<file path="config.mk">
export PLATFORM = sky130hd
export DESIGN_NAME = txd_ctrl
export DESIGN_NICKNAME = d
export VERILOG_FILES = /design/src/rtl/txd_pkg.sv /design/src/rtl/txd_start_gate.sv /design/src/rtl/txd_retry_ctr.sv /design/src/rtl/txd_ctrl.sv
export SDC_FILE = /design/constraint.sdc
export NUM_CORES = 1
export LEC_CHECK = 0
export ABC_AREA = 1
export BUFFER_PORTS_ARGS = -buffer_cell sky130_fd_sc_hd__buf_2
export CAP_MARGIN = 20
export CORE_MARGIN = 4
export CORE_UTILIZATION = 53
export DETAILED_ROUTE_END_ITERATION = 10
export PLACE_DENSITY = 0.86
export SLEW_MARGIN = 20
export SYNTH_ARGS = -nofsm -noshare
export SYNTH_HDL_FRONTEND = slang
export SYNTH_SLANG_ARGS = --single-unit
</file>
<file path="constraint.sdc">
create_clock -name clk -period 4.1 [get_ports clk]
set_input_delay 0.82 -clock clk [delete_from_list [all_inputs] [get_ports clk]]
set_output_delay 0.82 -clock clk [all_outputs]
set_load 0.05 [all_outputs]
</file>
<file path="src/rtl/txd_pkg.sv">
package txd_pkg;
  localparam int SIZE_W     = 13;
  localparam int THR_W      = 6;
  localparam int RETRY_W    = 4;
  localparam int NCC_W      = 4;
  localparam int LVL_W      = 12;
  localparam int THR_MIN    = 8;
  localparam int THR_UNIT   = 32;
  localparam int RETRY_STEP = 16;
  localparam int RTX_W      = $clog2(RETRY_STEP * (2 ** RETRY_W)) + 1;

  localparam int POS_OWN  = 13;
  localparam int POS_TUN  = 14;
  localparam int POS_TOK  = 15;
  localparam int POS_THR  = 16;
  localparam int POS_NCC  = 24;
  localparam int POS_CDH  = 28;
  localparam int POS_OWC  = 29;
  localparam int POS_TABT = 30;
  localparam int POS_CRS  = 31;

  typedef enum logic [1:0] {
    ST_IDLE    = 2'd0,
    ST_ARMED   = 2'd1,
    ST_XMIT    = 2'd2,
    ST_ABORTED = 2'd3
  } txd_state_e;

  // Early-start threshold in bytes for a given code
  function automatic logic [LVL_W-1:0] thr_bytes(input logic [THR_W-1:0] code);
    if (code == '0) return LVL_W'(THR_MIN);
    return LVL_W'(int'(code) * THR_UNIT);
  endfunction

  // Retransmissions allowed before the next collision aborts
  function automatic logic [RTX_W-1:0] retry_limit(input logic [RETRY_W-1:0] field);
    return RTX_W'((int'(field) + 1) * RETRY_STEP);
  endfunction
endpackage

</file>
<file path="src/rtl/txd_start_gate.sv">
module txd_start_gate
  import txd_pkg::*;
(
  input  logic             armed,
  input  logic [THR_W-1:0] code,
  input  logic [LVL_W-1:0] fifo_level,
  input  logic             pkt_complete,
  output logic             go
);
  logic [LVL_W-1:0] need;
  always_comb begin
    need = thr_bytes(code);
    go   = armed && (pkt_complete || (fifo_level >= need));
  end
endmodule

</file>
<file path="src/rtl/txd_retry_ctr.sv">
module txd_retry_ctr
  import txd_pkg::*;
(
  input  logic               clk,
  input  logic               rst_n,
  input  logic               clr,
  input  logic               coll,
  input  logic [RETRY_W-1:0] field,
  output logic               at_limit,
  output logic [NCC_W-1:0]   ncc
);
  logic [RTX_W-1:0] rtx_q;
  logic [NCC_W-1:0] ncc_q;

  assign at_limit = (rtx_q == retry_limit(field));
  assign ncc      = ncc_q;

  always_ff @(posedge clk or negedge rst_n) begin
    if (!rst_n) begin
      rtx_q <= '0;
      ncc_q <= '0;
    end else if (clr) begin
      rtx_q <= '0;
      ncc_q <= '0;
    end else if (coll) begin
      ncc_q <= ncc_q + 1'b1;
      if (!at_limit) rtx_q <= rtx_q + 1'b1;
    end
  end
endmodule

</file>
<file path="src/rtl/txd_ctrl.sv">
module txd_ctrl
  import txd_pkg::*;
(
  input  logic               clk,
  input  logic               rst_n,
  input  logic               wr_en,
  input  logic [31:0]        wr_data,
  input  logic [RETRY_W-1:0] retry_field,
  input  logic               speed_100,
  input  logic [LVL_W-1:0]   fifo_level,
  input  logic               pkt_complete,
  input  logic               dma_done,
  input  logic               coll_evt,
  input  logic               late_coll_evt,
  input  logic               crs_lost_evt,
  input  logic               hb_miss_evt,
  input  logic               underrun_evt,
  input  logic               tx_end,
  input  logic               clr_abort,
  output logic [31:0]        status_word,
  output logic               tx_start,
  output logic               tx_abort,
  output logic               tx_done,
  output logic               tx_done_ok
);
  txd_state_e        st_q;
  logic [SIZE_W-1:0] size_q;
  logic [THR_W-1:0]  thr_q;
  logic              own_q, crs_q, tabt_q, owc_q, cdh_q, tok_q, tun_q, uflag_q;
  logic              start_q, abort_q, done_q, ok_q;
  logic [NCC_W-1:0]  ncc;
  logic              at_limit, gate_go;

  // Named internal events (all suppressed by a descriptor write)
  logic in_xmit, ev_go, ev_end, ev_coll, ev_abort, ev_retry, ev_clr, ctr_clr;
  assign in_xmit  = (st_q == ST_XMIT) && !wr_en;
  assign ev_go    = gate_go && !wr_en;
  assign ev_end   = in_xmit && tx_end;
  assign ev_coll  = in_xmit && coll_evt && !tx_end;
  assign ev_abort = ev_coll && at_limit;
  assign ev_retry = ev_coll && !at_limit;
  assign ev_clr   = (st_q == ST_ABORTED) && clr_abort && !wr_en;
  assign ctr_clr  = wr_en || ev_clr;

  txd_start_gate u_gate (
    .armed       (st_q == ST_ARMED),
    .code        (thr_q),
    .fifo_level  (fifo_level),
    .pkt_complete(pkt_complete),
    .go          (gate_go)
  );

  txd_retry_ctr u_retry (
    .clk     (clk),
    .rst_n   (rst_n),
    .clr     (ctr_clr),
    .coll    (ev_coll),
    .field   (retry_field),
    .at_limit(at_limit),
    .ncc     (ncc)
  );

  always_ff @(posedge clk or negedge rst_n) begin
    if (!rst_n) begin
      st_q    <= ST_IDLE;
      size_q  <= '0;
      thr_q   <= '0;
      own_q   <= 1'b1;
      crs_q   <= 1'b0;
      tabt_q  <= 1'b0;
      owc_q   <= 1'b0;
      cdh_q   <= 1'b0;
      tok_q   <= 1'b0;
      tun_q   <= 1'b0;
      uflag_q <= 1'b0;
      start_q <= 1'b0;
      abort_q <= 1'b0;
      done_q  <= 1'b0;
      ok_q    <= 1'b0;
    end else begin
      start_q <= ev_go || ev_retry || ev_clr;
      abort_q <= ev_abort;
      done_q  <= ev_abort || ev_end;
      ok_q    <= ev_end;
      if (wr_en) begin
        size_q  <= wr_data[SIZE_W-1:0];
        thr_q   <= wr_data[POS_THR +: THR_W];
        own_q   <= wr_data[POS_OWN];
        crs_q   <= 1'b0;
        tabt_q  <= 1'b0;
        owc_q   <= 1'b0;
        cdh_q   <= 1'b0;
        tok_q   <= 1'b0;
        tun_q   <= 1'b0;
        uflag_q <= 1'b0;
        st_q    <= wr_data[POS_OWN] ? ST_IDLE : ST_ARMED;
      end else begin
        if (ev_go) st_q <= ST_XMIT;
        if (ev_abort) begin
          tabt_q <= 1'b1;
          st_q   <= ST_ABORTED;
        end
        if (ev_end) begin
          st_q <= ST_IDLE;
          if (uflag_q) tun_q <= 1'b1;
          else         tok_q <= 1'b1;
        end
        if (ev_clr) begin
          tabt_q <= 1'b0;
          st_q   <= ST_XMIT;
        end
        if (in_xmit && underrun_evt)  uflag_q <= 1'b1;
        if (in_xmit && crs_lost_evt)  crs_q   <= 1'b1;
        if (in_xmit && late_coll_evt) owc_q   <= 1'b1;
        if (in_xmit && hb_miss_evt && !speed_100) cdh_q <= 1'b1;
      end
      if (dma_done)  own_q <= 1'b1;
      if (speed_100) cdh_q <= 1'b0;
    end
  end

  always_comb begin
    status_word                       = '0;
    status_word[SIZE_W-1:0]           = size_q;
    status_word[POS_OWN]              = own_q;
    status_word[POS_TUN]              = tun_q;
    status_word[POS_TOK]              = tok_q;
    status_word[POS_THR +: THR_W]     = thr_q;
    status_word[POS_NCC +: NCC_W]     = ncc;
    status_word[POS_CDH]              = cdh_q;
    status_word[POS_OWC]              = owc_q;
    status_word[POS_TABT]             = tabt_q;
    status_word[POS_CRS]              = crs_q;
  end

  assign tx_start   = start_q;
  assign tx_abort   = abort_q;
  assign tx_done    = done_q;
  assign tx_done_ok = ok_q;
endmodule

</file>
# Word-level counts from Yosys, hierarchy flattened
# Index checks and enable logic that the tools add are counted.
dict set report totals {
  reg_bits 46
  out_inout_bits 36
}
dict set report op_classes {
  muxes 34
  n_addsub 3
  reduce_logical 38
  n_lt_le_gt_ge 1
  eq_ne 6
}
# cell n
set op_table {}
lappend op_table {{2-to-1 mux 9 bit} 3}
lappend op_table {{2-to-1 mux 12 bit} 2}
lappend op_table {{2-to-1 mux 1 bit} 22}
lappend op_table {{logical AND 1 bit} 15}
lappend op_table {{nonzero test 2 bit} 7}
lappend op_table {{greater-or-equal comparator 12 bit} 1}
lappend op_table {{2-to-1 mux 2 bit} 5}
lappend op_table {{adder 9 x 1 -> 9 bit, second input constant} 1}
lappend op_table {{equality test 9 bit} 1}
lappend op_table {{2-to-1 mux 4 bit} 2}
lappend op_table {{logical NOT 6 bit} 1}
lappend op_table {{AND reduction 2 bit} 3}
lappend op_table {{nonzero test 3 bit} 2}
lappend op_table {{adder 4 x 1 -> 5 bit, second input constant} 1}
lappend op_table {{logical OR 1 bit} 5}
lappend op_table {{nonzero test 5 bit} 1}
lappend op_table {{adder 4 x 1 -> 4 bit, second input constant} 1}
lappend op_table {{equality test 2 bit, second input constant} 2}
lappend op_table {{logical NOT 1 bit} 4}
lappend op_table {{equality test 2 x 1 -> 1 bit, second input constant} 1}
lappend op_table {{!= test 2 x 1 -> 1 bit, second input constant} 1}
lappend op_table {{!= test 2 bit, second input constant} 1}

# Depth between registers and ports, before layout
dict set report depth {
  depth_word 12
  ltp_mapped 13
  depth_no_buf 13
}

# Hierarchy
# A second synthesis with hierarchy kept.
dict set report hier_totals {
  hier_cells 339
  area_unflattened_um2 2622.5
}
# mod seq_area_each_um2 area_each_um2 instances cells_each
set by_module_without_submodules {}
lappend by_module_without_submodules {txd_ctrl 827.0 1423.9 1 152}
lappend by_module_without_submodules {txd_retry_ctr 325.3 938.4 1 137}
lappend by_module_without_submodules {txd_start_gate 0.0 260.2 1 50}

# Least setup slack after synthesis
# Ideal clock, no wire load.
dict set report synth_timing {
  path_type {input -> register}
  start {in retry_field[0]}
  end {reg u_retry.rtx_q[2]}
  setup_slack_ns 2.149
  required_time_ns 4.004
  stages 9
  t_arrival_ns 1.855
  cell_sequence {ha_1 xnor2_1 nand3_1 nor2_2 nand2_2 nand2_4 buf_12 nand3_2 o31ai_1}
}
dict set report synth_via {
  elab_chain_cells 4
}
# item line
set synth_rtl {}
lappend synth_rtl {{from (decl)} txd_ctrl.sv:8} ;# input logic [RETRY_W-1:0] retry_field,
lappend synth_rtl {{adder 4 x 1 -> 5 bit} txd_pkg.sv:37} ;# return RTX_W'((int'(field) + 1) * RETRY_STEP);
lappend synth_rtl {{equality test 9 bit} txd_retry_ctr.sv:15} ;# assign at_limit = (rtx_q == retry_limit(field));
lappend synth_rtl {{!= test 2 x 1 -> 1 bit (no source line)} n/a}
lappend synth_rtl {{AND reduction 2 bit (no source line)} n/a}
lappend synth_rtl {{to (signal assigned)} txd_retry_ctr.sv:27} ;# if (!at_limit) rtx_q <= rtx_q + 1'b1;
lappend synth_rtl {{to (decl)} txd_retry_ctr.sv:12} ;# logic [RTX_W-1:0] rtx_q;
# No other way between the ends.
# A chain may end at the register's enable or synchronous reset.

# Worst setup path in the final report
dict set report layout_timing {
  start {in wr_en}
  end {reg u_retry.ncc_q[0] (netlist: u_retry.ncc[0])}
}
dict set report layout_via {
  elab_chain_cells 5
  elab_cells_between_ends 8
  cone_classes {mux (1); reduce/logical (7)}
}
# item line
set layout_rtl {}
lappend layout_rtl {{from (decl)} txd_ctrl.sv:6} ;# input logic wr_en,
lappend layout_rtl {{logical NOT 1 bit} {txd_ctrl.sv:36, txd_ctrl.sv:42}}
lappend layout_rtl {{logical AND 1 bit} txd_ctrl.sv:36} ;# assign in_xmit = (st_q == ST_XMIT) && !wr_en;
lappend layout_rtl {{logical AND 1 bit (2 in series)} txd_ctrl.sv:39} ;# assign ev_coll = in_xmit && coll_evt && !tx_end;
lappend layout_rtl {{nonzero test 2 bit (no source line)} n/a}
lappend layout_rtl {{to (signal assigned)} txd_retry_ctr.sv:26} ;# ncc_q <= ncc_q + 1'b1;
lappend layout_rtl {{to (decl)} txd_retry_ctr.sv:13} ;# logic [NCC_W-1:0] ncc_q;
# Several ways; a longest one is shown, not always the timed one.

==> impl_summary.log <==
INFO  metric status = finished clean
INFO  metric globalplace.congestion = 0.859
INFO  metric finalSetupTns = 0 ns
INFO  metric drt_drc_violations_left = 0
INFO  metric boundaryPins = 97
INFO  metric placed_cell_count = 419
INFO  metric yosysTopAreaCellShare = 44.9%
INFO  metric insertion_delay = 0.29 ns
INFO  metric cts.root.buffer_cell = sky130_fd_sc_hd__clkbuf_8
INFO  metric synth_seq_area_share = 45.9%
INFO  metric post_detailed_placement_half_perimeter_wirelength = 4150 µm
INFO  metric post-place-ws = 1.67 ns
INFO  metric max-cap-violations = 0
INFO  metric grt_pass1_vias = 2,181
INFO  metric fp-row-count = 24
INFO  metric chipHeight = 76.8 µm
INFO  metric post-synth-top-area-cell = sky130_fd_sc_hd__dfrtp_1
INFO  metric crit_chain = buf_2 > inv_2 > nand2_1 > inv_1 > o21ai_0 > a21oi_1
INFO  metric area_grow_syn2layout = 19.3%
INFO  metric worst_ir_drop_vdd = 0.000223 V
INFO  metric yosysWarnings = 0
INFO  metric final_setup_violation_count = 0
INFO  metric path_class = input pin to flip-flop
INFO  metric start_kind = input pin
INFO  metric hold_violations = 0
INFO  metric power_per_cell_area = 364 mW/mm²
INFO  metric drt_pass_1_iters = 4
INFO  metric floorplan.core_area = 0.00447 mm²
INFO  metric layout.filler_cells = 365
INFO  metric via_count = 2,103
INFO  metric globalRoute.totalOverflow = 0
INFO  metric synth_ff_type = sky130_fd_sc_hd__dfrtp_1
INFO  metric final_cell_count_no_fill = 427
INFO  metric leakage = 0.00165 µW
INFO  metric ctsHoldBuffers = 0
INFO  metric final_layout_size_suffix_gt1_share = 29.3%
INFO  metric yosys-top-cells-count = sky130_fd_sc_hd__nand2_1 (90), sky130_fd_sc_hd__dfrtp_1 (45), sky130_fd_sc_hd__inv_1 (34), sky130_fd_sc_hd__nor2_1 (16)
INFO  metric cts.repair.resized = 0
INFO  metric rsz0062_at_grt = false
INFO  metric grt_max_degree = 47
INFO  metric critical_path_required = 4.31 ns
INFO  metric synthesis.area = 0.00251 mm²
INFO  metric synth_top_cells_by_area = sky130_fd_sc_hd__dfrtp_1 (45%), sky130_fd_sc_hd__nand2_1 (13%), sky130_fd_sc_hd__ha_1 (5.5%), sky130_fd_sc_hd__inv_1 (5.1%), sky130_fd_sc_hd__nand3_2 (4.0%)
INFO  metric cts_sinks = 46
INFO  metric synth_cell_types = 33
INFO  metric placement.io_buffers = 82
INFO  metric clock-skew-final = 0.00585 ns
INFO  metric layout.nets = 446
INFO  metric cp_max_fo = 21
INFO  metric postLayoutCellArea = 0.00299 mm²
INFO  metric detailed_place.area = 0.00288 mm²
INFO  metric die_w = 76.8 µm
INFO  metric tritoncts_clock_tree = done
INFO  metric postSynth.asyncResetShare = 100%
INFO  metric max_slew.worst_pin.slew = 0.570 ns
INFO  metric postSynthCellCount = 299
INFO  metric final.period_utilization = 51.0%
INFO  metric grt_antenna_before_repair = 0
INFO  metric crit_path_max_incr_delay = 0.48 ns
INFO  metric wire_per_inst = 12.5 µm
INFO  metric iter_0_drt_violations = 112
INFO  metric postSynthRegisterBits = 46
INFO  metric grt_use_total = 19.3%
INFO  metric synth_most_common_cell = sky130_fd_sc_hd__nand2_1
INFO  metric antenna_violating_nets_post_route = 0
INFO  metric grt_pass1_wl = 9360 µm
INFO  metric drt-vias-per-instance = 4.93
INFO  metric cp_data_arrival_time = 2.31 ns
INFO  metric postCtsSetupBuffers = 0
INFO  metric final.min_clock_period = 2.09 ns
INFO  metric routed_wirelength = 5350 µm
INFO  metric num_antenna_cells = 0
INFO  metric critical_path.slowest_cell = sky130_fd_sc_hd__inv_1
INFO  metric synth.avg_cell_area = 8.39 µm²
INFO  metric hold_path_class = flip-flop to flip-flop
INFO  metric fin_worst_hold_slack = 0.468 ns
INFO  metric clk_path_buf_depth = 2
INFO  metric final-max-slew-violation-count = 0
INFO  metric clkSlewWorstSetupHoldPaths = 0.08 ns
INFO  metric start_util = 56.1%
INFO  metric setup_ws = 2.01 ns
INFO  metric synth_enable_flop_cells = 0
INFO  metric tritoncts.num_buffers = 5
INFO  metric cp-end-kind = flip-flop
INFO  metric timing.fmax = 478 MHz
INFO  metric worst_slew_margin_rel = 62.0%
INFO  metric die-area = 0.00590 mm²
INFO  metric clock_tree.htree_level_count = 2
## registers in the layout, indices dropped and copies added (netlist names)
register / count
cdh_q: 1
crs_q: 1
owc_q: 1
own_q: 1
size_q: 13
st_q: 2
tabt_q: 1
thr_q: 6
tok_q: 1
tun_q: 1
tx_abort: 1
tx_done: 1
tx_done_ok: 1
tx_start: 1
u_retry.ncc: 4
u_retry.rtx_q: 9
uflag_q: 1
## power by group
part / internal (µW) / total (µW) / switching [µW]
sequential: 485 / 506 / 20.4
clock: 182 / 324 / 142
combinational: 72.6 / 260 / 187
## placed cells by master (no fill, tap or decap), types with 2 or more instances in the layout
cell / n
sky130_fd_sc_hd__a21oi_1: 5
sky130_fd_sc_hd__a22o_1: 2
sky130_fd_sc_hd__buf_2: 81
sky130_fd_sc_hd__buf_4: 2
sky130_fd_sc_hd__clkbuf_1: 2
sky130_fd_sc_hd__clkbuf_8: 5
sky130_fd_sc_hd__conb_1: 2
sky130_fd_sc_hd__dfrtp_1: 45
sky130_fd_sc_hd__ha_1: 11
sky130_fd_sc_hd__inv_1: 34
sky130_fd_sc_hd__inv_2: 2
sky130_fd_sc_hd__nand2_1: 90
sky130_fd_sc_hd__nand2_2: 3
sky130_fd_sc_hd__nand3_1: 12
sky130_fd_sc_hd__nand3_2: 10
sky130_fd_sc_hd__nand3b_1: 2
sky130_fd_sc_hd__nand4_1: 5
sky130_fd_sc_hd__nor2_1: 16
sky130_fd_sc_hd__nor2_2: 2
sky130_fd_sc_hd__nor3_1: 5
sky130_fd_sc_hd__nor3b_1: 2
sky130_fd_sc_hd__o21a_1: 2
sky130_fd_sc_hd__o21ai_0: 12
sky130_fd_sc_hd__o31ai_1: 6
sky130_fd_sc_hd__xnor2_1: 2
sky130_fd_sc_hd__xor2_1: 7
## cell type report
cell class	instances	area, µm²	area share, %
multi-input combinational	202	1110	37.2
timing repair buffer	83	420	14.0
sequential	46	1150	38.5
clock buffer	7	76.3	2.55
tap	52	65.1	2.17
inverter	36	135	4.52
clock inverter	1	30.0	1.00
## path summary, 6_finish.rpt
kind | depth (start not counted) | to | slack, ns | from
setup reg to reg | 10 | tx_start$_DFF_PN0_ | 2.40 | u_retry.rtx_q[0]$_DFFE_PN0P_
min in group asynchronous | 1 | size_q[5]$_DFFE_PN0P_ | 0.52 | rst_n
hold / removal | 2 | size_q[4]$_DFFE_PN0P_ | 0.47 | size_q[4]$_DFFE_PN0P_
setup / recovery | 6 | u_retry.ncc[0]$_DFFE_PN0P_ | 2.01 | wr_en
max in group asynchronous | 1 | size_q[1]$_DFFE_PN0P_ | 3.19 | rst_n
hold reg to reg | 2 | size_q[4]$_DFFE_PN0P_ | 0.47 | size_q[4]$_DFFE_PN0P_
## layer usage
layer | wire [µm] | global-route usage (%) | part of all wire, %
met1 | 2260 | 22.8 | 42
met2 | 2610 | 33.5 | 49
met3 | 377 | 5.85 | 7.1
met4 | 93 | 5.98 | 1.7
met5 | 0 | 0 | 0
## critical path: cells and delay by family
family	cells	cell delay, ns
buffers and inverters	3	0.85
AO/OA/AOI/OAI	2	0.31
AND/OR/NAND/NOR	1	0.31
## kinds of logic after synthesis
| group | synth area share, % |
|---|---|
| AO/OA/AOI/OAI | 7.63 |
| XOR/XNOR | 3.14 |
| adder cells (fa/ha/maj) | 5.49 |
| buffers and inverters | 9.83 |
| flip-flops | 45.9 |
| other | 0.149 |
| AND/OR/NAND/NOR | 27.8 |
## per-stage QoR
stage | total power [µW] | utilization (%)
floorplan | 701 | -
global placement | 768 | 64.5
detailed placement | 776 | 64.5
CTS | 1100 | 66.8
global route | 1150 | 66.9
finish | 1090 | 66.9
Power figures use the tool's default switching activity.
